<file path="src/rtl/smm_pkg.sv">
package smm_pkg;

    typedef enum logic [1:0] {
        ST_IDLE  = 2'd0,
        ST_STEP  = 2'd1,
        ST_FINAL = 2'd2
    } smm_state_e;

    typedef enum logic {
        MODE_ROUND = 1'b0,
        MODE_HOLD  = 1'b1
    } smm_mode_e;

    // Counter geometry: the loop runs W-1 shift steps and stops after the
    // shift taken while the counter shows its top bit.
    function automatic int sc_width(input int w);
        return $clog2(w) + 2;
    endfunction

    function automatic int sc_top(input int w);
        return 1 << ($clog2(w) + 1);
    endfunction

    function automatic int sc_init(input int w);
        return sc_top(w) - w + 2;
    endfunction

endpackage

</file>
<file path="src/rtl/smm_prep.sv">
module smm_prep #(
    parameter int W = 16
) (
    input  logic [W-1:0] mcand,
    input  logic [W-1:0] mplier,
    output logic [W-1:0] mcand_mag,
    output logic [W-1:0] mplier_mag,
    output logic         prod_neg
);
    // Ones' complement magnitude: complement when the sign bit is set.
    always_comb begin
        mcand_mag  = mcand[W-1]  ? ~mcand  : mcand;
        mplier_mag = mplier[W-1] ? ~mplier : mplier;
        prod_neg   = mcand[W-1] ^ mplier[W-1];
    end
endmodule

</file>
<file path="src/rtl/smm_step.sv">
module smm_step #(
    parameter int W = 16
) (
    input  logic [W-1:0] acc,
    input  logic [W-1:0] low,
    input  logic [W-1:0] cw,
    input  logic [W-1:0] mcand,
    output logic [W-1:0] acc_nx,
    output logic [W-1:0] low_nx,
    output logic [W-1:0] cw_nx,
    output logic         add_taken
);
    logic [W-1:0] acc_sh;

    always_comb begin
        acc_sh    = acc >> 1;
        add_taken = low[0];
        if (low[0]) begin
            // Partial add: sum bits without carry, carries parked in cw.
            acc_nx = acc ^ mcand;
            cw_nx  = cw | (acc & mcand);
            low_nx = {low[W-1:1], 1'b0};
        end else begin
            // Pair shift; a parked carry now lines up with its target digit.
            low_nx = {acc[0], low[W-1:1]};
            acc_nx = acc_sh ^ cw;
            cw_nx  = cw & acc_sh;
        end
    end
endmodule

</file>
<file path="src/rtl/smm_finish.sv">
module smm_finish #(
    parameter int W = 16
) (
    input  logic [W-1:0] acc,
    input  logic [W-1:0] cw,
    input  logic [W-1:0] low,
    input  logic         hold,
    input  logic         neg,
    output logic [W-1:0] acc_fin,
    output logic [W-1:0] low_fin
);
    logic [W:0]   sum_c;
    logic [W-1:0] resolved;
    logic [W:0]   sum_r;
    logic [W-1:0] rounded;

    always_comb begin
        // Full carry phase with end-around carry.
        sum_c    = {1'b0, acc} + {cw, 1'b0};
        resolved = sum_c[W-1:0] + {{(W-1){1'b0}}, sum_c[W]};
        // Round-off: add one when the top low bit is set (round mode only).
        sum_r    = {1'b0, resolved} + (W+1)'(1);
        if (!hold && low[W-1])
            rounded = sum_r[W-1:0] + {{(W-1){1'b0}}, sum_r[W]};
        else
            rounded = resolved;
        low_fin = hold ? low : '0;
        acc_fin = neg ? ~rounded : rounded;
    end
endmodule

</file>
<file path="src/rtl/sm_frac_mul.sv">
module sm_frac_mul
    import smm_pkg::*;
#(
    parameter int W = 16
) (
    input  logic         clk,
    input  logic         rst,
    input  logic         start,
    input  logic         hold_mode,
    input  logic [W-1:0] mcand_in,
    input  logic [W-1:0] acc_in,
    output logic         done,
    output logic [W-1:0] acc_out,
    output logic [W-1:0] low_out
);
    localparam int SCW     = sc_width(W);
    localparam int SC_TOP  = sc_top(W);
    localparam int SC_INIT = sc_init(W);

    smm_state_e   state_q;
    logic [W-1:0] acc_q, low_q, cw_q, mc_q;
    logic [SCW-1:0] sc_q;
    logic         neg_q, done_q;
    smm_mode_e    mode_q;

    logic [W-1:0] mc_mag, mp_mag;
    logic         neg_c;
    logic [W-1:0] st_acc, st_low, st_cw;
    logic         st_add;
    logic [W-1:0] fin_acc, fin_low;

    smm_prep #(.W(W)) u_prep (
        .mcand     (mcand_in),
        .mplier    (acc_in),
        .mcand_mag (mc_mag),
        .mplier_mag(mp_mag),
        .prod_neg  (neg_c)
    );

    smm_step #(.W(W)) u_step (
        .acc      (acc_q),
        .low      (low_q),
        .cw       (cw_q),
        .mcand    (mc_q),
        .acc_nx   (st_acc),
        .low_nx   (st_low),
        .cw_nx    (st_cw),
        .add_taken(st_add)
    );

    smm_finish #(.W(W)) u_finish (
        .acc    (acc_q),
        .cw     (cw_q),
        .low    (low_q),
        .hold   (mode_q == MODE_HOLD),
        .neg    (neg_q),
        .acc_fin(fin_acc),
        .low_fin(fin_low)
    );

    always_ff @(posedge clk) begin
        if (rst) begin
            state_q <= ST_IDLE;
            acc_q   <= '0;
            low_q   <= '0;
            cw_q    <= '0;
            mc_q    <= '0;
            sc_q    <= '0;
            neg_q   <= 1'b0;
            mode_q  <= MODE_ROUND;
            done_q  <= 1'b0;
        end else begin
            done_q <= 1'b0;
            case (state_q)
                ST_IDLE: begin
                    if (start) begin
                        mc_q    <= mc_mag;
                        low_q   <= mp_mag;
                        acc_q   <= '0;
                        cw_q    <= '0;
                        sc_q    <= SCW'(SC_INIT);
                        neg_q   <= neg_c;
                        mode_q  <= smm_mode_e'(hold_mode);
                        state_q <= ST_STEP;
                    end
                end
                ST_STEP: begin
                    acc_q <= st_acc;
                    low_q <= st_low;
                    cw_q  <= st_cw;
                    if (!st_add) begin
                        sc_q <= sc_q + SCW'(1);
                        if (sc_q[SCW-1])
                            state_q <= ST_FINAL;
                    end
                end
                ST_FINAL: begin
                    acc_q   <= fin_acc;
                    low_q   <= fin_low;
                    cw_q    <= '0;
                    done_q  <= 1'b1;
                    state_q <= ST_IDLE;
                end
                default: state_q <= ST_IDLE;
            endcase
        end
    end

    assign done    = done_q;
    assign acc_out = acc_q;
    assign low_out = low_q;

    // done lasts one cycle
    a_r8_done_single: assert property (@(posedge clk) disable iff (rst)
        done_q |=> !done_q);

    // operands are frozen while busy
    a_r7_operand_frozen: assert property (@(posedge clk) disable iff (rst)
        (state_q != ST_IDLE) |=> $stable(mc_q) && $stable(neg_q) && $stable(mode_q));

    // counter stays inside its window while stepping
    a_r3_counter_window: assert property (@(posedge clk) disable iff (rst)
        (state_q == ST_STEP) |-> (int'(sc_q) >= SC_INIT && int'(sc_q) <= SC_TOP));

    // an add step is always followed by a shift step
    a_r3_add_then_shift: assert property (@(posedge clk) disable iff (rst)
        (state_q == ST_STEP && low_q[0]) |=> (state_q == ST_STEP && !low_q[0]));

    // the stored multiplicand is a magnitude
    a_r2_magnitude: assert property (@(posedge clk) disable iff (rst)
        (state_q == ST_STEP) |-> !mc_q[W-1]);

    // round mode clears the low register
    a_r4_round_clears_low: assert property (@(posedge clk) disable iff (rst)
        (done_q && mode_q == MODE_ROUND) |-> (low_q == '0));

endmodule

</file>
<file path="config.mk">
export PLATFORM = sky130hd
export DESIGN_NAME = sm_frac_mul
export DESIGN_NICKNAME = d
export VERILOG_FILES = /design/src/rtl/smm_pkg.sv /design/src/rtl/smm_prep.sv /design/src/rtl/smm_step.sv /design/src/rtl/smm_finish.sv /design/src/rtl/sm_frac_mul.sv
export SDC_FILE = /design/constraint.sdc
export NUM_CORES = 1
export LEC_CHECK = 0
export ABC_AREA = 0
export BUFFER_PORTS_ARGS = -buffer_cell sky130_fd_sc_hd__buf_4
export CAP_MARGIN = 40
export CORE_MARGIN = 2
export CORE_UTILIZATION = 45
export CTS_CLUSTER_DIAMETER = 60
export DETAILED_ROUTE_END_ITERATION = 6
export HOLD_SLACK_MARGIN = 0.15
export PLACE_DENSITY = 0.69
export SLEW_MARGIN = 40
export SYNTH_ARGS = -nofsm -noshare
export SYNTH_HDL_FRONTEND = slang
export SYNTH_SLANG_ARGS = --single-unit
</file>
<file path="constraint.sdc">
create_clock -name clk -period 5.9 [get_ports clk]
set_input_delay 0.295 -clock clk [delete_from_list [all_inputs] [get_ports clk]]
set_output_delay 0.295 -clock clk [all_outputs]
set_load 0.02 [all_outputs]
</file>
==> impl_metrics.toml <==
[run_status]
status = "complete, no violations"

[setup_path]
critPathArrivalTime_ns = 5.89
worst_path_max_delay_cell = "or4b_4"
max_stage_delay_ns = 0.49
end_kind = "flip-flop"
cp-start-kind = "flip-flop"
path_class = "flip-flop to flip-flop"
required_ns = 6.14
cp_max_fo = 5

[grt]
grt-ovfl-total = 0
grt.total_usage_pct = 24.7
grt_pass1_vias = 5871
grt_pass1_wl_um = 28900
met3_usage_pct = 5.22
antenna_found_initial = 0
use_met1_pct = 31.1
grt_max_degree = 69
use_met2_pct = 40.7
busiest_layer = "met2"

[route]
wl_per_cell_um = 17.5
via_per_inst = 5.90
drtAntennaViolNets = 0
routed-via-count = 6052
wirelength_um = 18000
drtIter0Drc = 414
drc = 0
dr.pass1.iters = 5

[yosys]
synth_cells = 756
synth_edf_count = 0
synth_warnings = 0
synth.avg_cell_area_sq_um = 8.20
yosysTopAreaCellShare_pct = 23.9
synth_top_cell_by_area = "dfxtp_1"
synthArstFlopShare_pct = 0
synth_ff_type = "dfxtp_1"
synth_area_leaders = "dfxtp_1 24%, xnor2_1 9.6%, ha_1 8.1%"
ys_seq_area_share_pct = 23.9
synth-seq-cells = 74
synthMostInstantiatedCell = "nor2_1"
syn_nets = 833
synth_common_cells = "93 x nor2_1, 74 x dfxtp_1, 68 x xnor2_1"
syn_area_sq_mm = 0.00620
synth_cell_types = 97

[timing]
finalCritPeriodShare_pct = 95.7
slew_headroom_pct = 40.8
finalWorstSetupSlack_ns = 0.252
fin_crit_ns = 5.65
hold_viol = 0
rsz0062_at_grt = "yes"
whs_ns = 0.198
worstMarginPinSlew_ns = 0.888
fin_worst_skew_ns = 0.00577
final_max_slew_viol_count = 0
setup_viol = 0
fmax_mhz = 177

[clocking]
cts_sinks = 74
cts_tree = "yes"
htreeDepth = 3
clk_pin_slew_worst_paths_ns = 0.06
clockBufferDepth = 2
root_buffer = "clkbuf_16"
clk_latency_ns = 0.34
cts_buffers = 9

[die]
core_sq_mm = 0.0133
io_pins = 69
fp.dieH_um = 121
dieArea_sq_mm = 0.0147
core.rowCount = 42
start_util_pct = 46.5
die_width_um = 121

[power]
power.total_w = 0.00148
powerDensity_mw_per_mm2 = 194
peakVddDrop_mv = 0.160
cellLeakagePower_nw = 3.12

[final_layout]
drive_above_1_share_pct = 27.9
nFillCells = 1228
n_antenna_cell = 0
area_delta_synth_final_pct = 23.3
instances_no_fill = 1026
post-route-cell-area_sq_mm = 0.00764
nets = 923

[placed_design]
hpwl_um = 13300
gp_congestion = 0.912
place_area_sq_mm = 0.00713
pre_cts_slack_ns = -0.300
io_buffers = 68
dp.cells = 1006

[flow_run]
drv_cap = 0

[worst_hold_path]
hold_path_class = "input pin to flip-flop"
-- sequential cells by signal, indices dropped and copies added (netlist names) --
signal	cells
neg_q	1
mc_q	15
cw_q	16
state_q	2
low_out	16
acc_out	16
mode_q	1
done	1
sc_q	6
-- cells in the final DEF (no fill, tap or decap), types with 15 or more instances in the layout --
cell and instances:
nand3_1 15, nor2_1 89, ha_1 33, a211oi_1 32, a221oi_1 15, inv_1 29, o21ai_0 39, buf_4 133
a21oi_1 54, dfxtp_1 70, xnor2_1 64, nand2_1 40
-- worst max-delay path: cells and delay by family (launching register included) --
| family | cells | cell delay, ns |
|---|---|---|
| DFF | 1 | 0.33 |
| adders and majority gates | 3 | 0.68 |
| xor gates and xnor gates | 1 | 0.14 |
| buffers and inverters | 1 | 0.15 |
| AOI/OAI and AO/OA | 10 | 2.07 |
| and+or+nand+nor | 11 | 2.17 |
-- final timing paths --
check | slack [ns] | end | start | cells after the start
max | 0.25 | acc_out[15] | acc_out[5] | 26
min | 0.20 | mode_q | hold_mode | 3
max reg2reg | 0.25 | acc_out[15] | acc_out[5] | 26
min reg2reg | 0.47 | cw_q[9] | cw_q[9] | 2
-- routing by layer --
layer | wire length (um) | share of wire (%) | up-vias
met5 | 0 | 0 | -
met4 | 427 | 2.4 | 0
met3 | 1180 | 6.6 | 30
met2 | 8600 | 48 | 233
met1 | 7770 | 43 | 2876
li1 | - | - | 2913
-- through the flow --
stage | utilization [%] | TNS (ns)
2_1_floorplan | - | 0
3_3_place_gp | 53.3 | -0.136
3_5_place_dp | 53.4 | -2.06
4_1_cts | 56.1 | 0
5_1_grt | 57.3 | -0.340
6_report | 57.3 | 0
-- logic make-up after synthesis --
kind of cell               synth area share [%]
muxes                                      3.59
adders and majority gates                  8.55
and+or+nand+nor                            21.0
DFF                                        23.9
buffers and inverters                      6.44
xor gates and xnor gates                   13.3
AOI/OAI and AO/OA                          23.2
-- layout make-up --
class	count	area (sq um)	area share, %
multi-input combinational	598	4540	59.4
timing repair buffer	134	1010	13.2
clock buffer	10	239	3.13
sequential	74	1490	19.4
tap	176	220	2.88
clock inverter	5	38.8	0.507
inverter	29	109	1.42
-- repair_timing --
item | 4_1_cts | 5_1_grt
pin swaps | 9 | 15
hold buffers | 0 | 0
setup endpoints to repair | 12 | 14
buffers inserted | 3 | 2
resized for setup | 13 | 28
-- report_power, final --
group | switching (W) | internal [W]
Combinational | 0.000232 | 0.000169
Clock | 0.000223 | 0.000296
Sequential | 0.0000271 | 0.000536
Power figures use the tool's default switching activity.
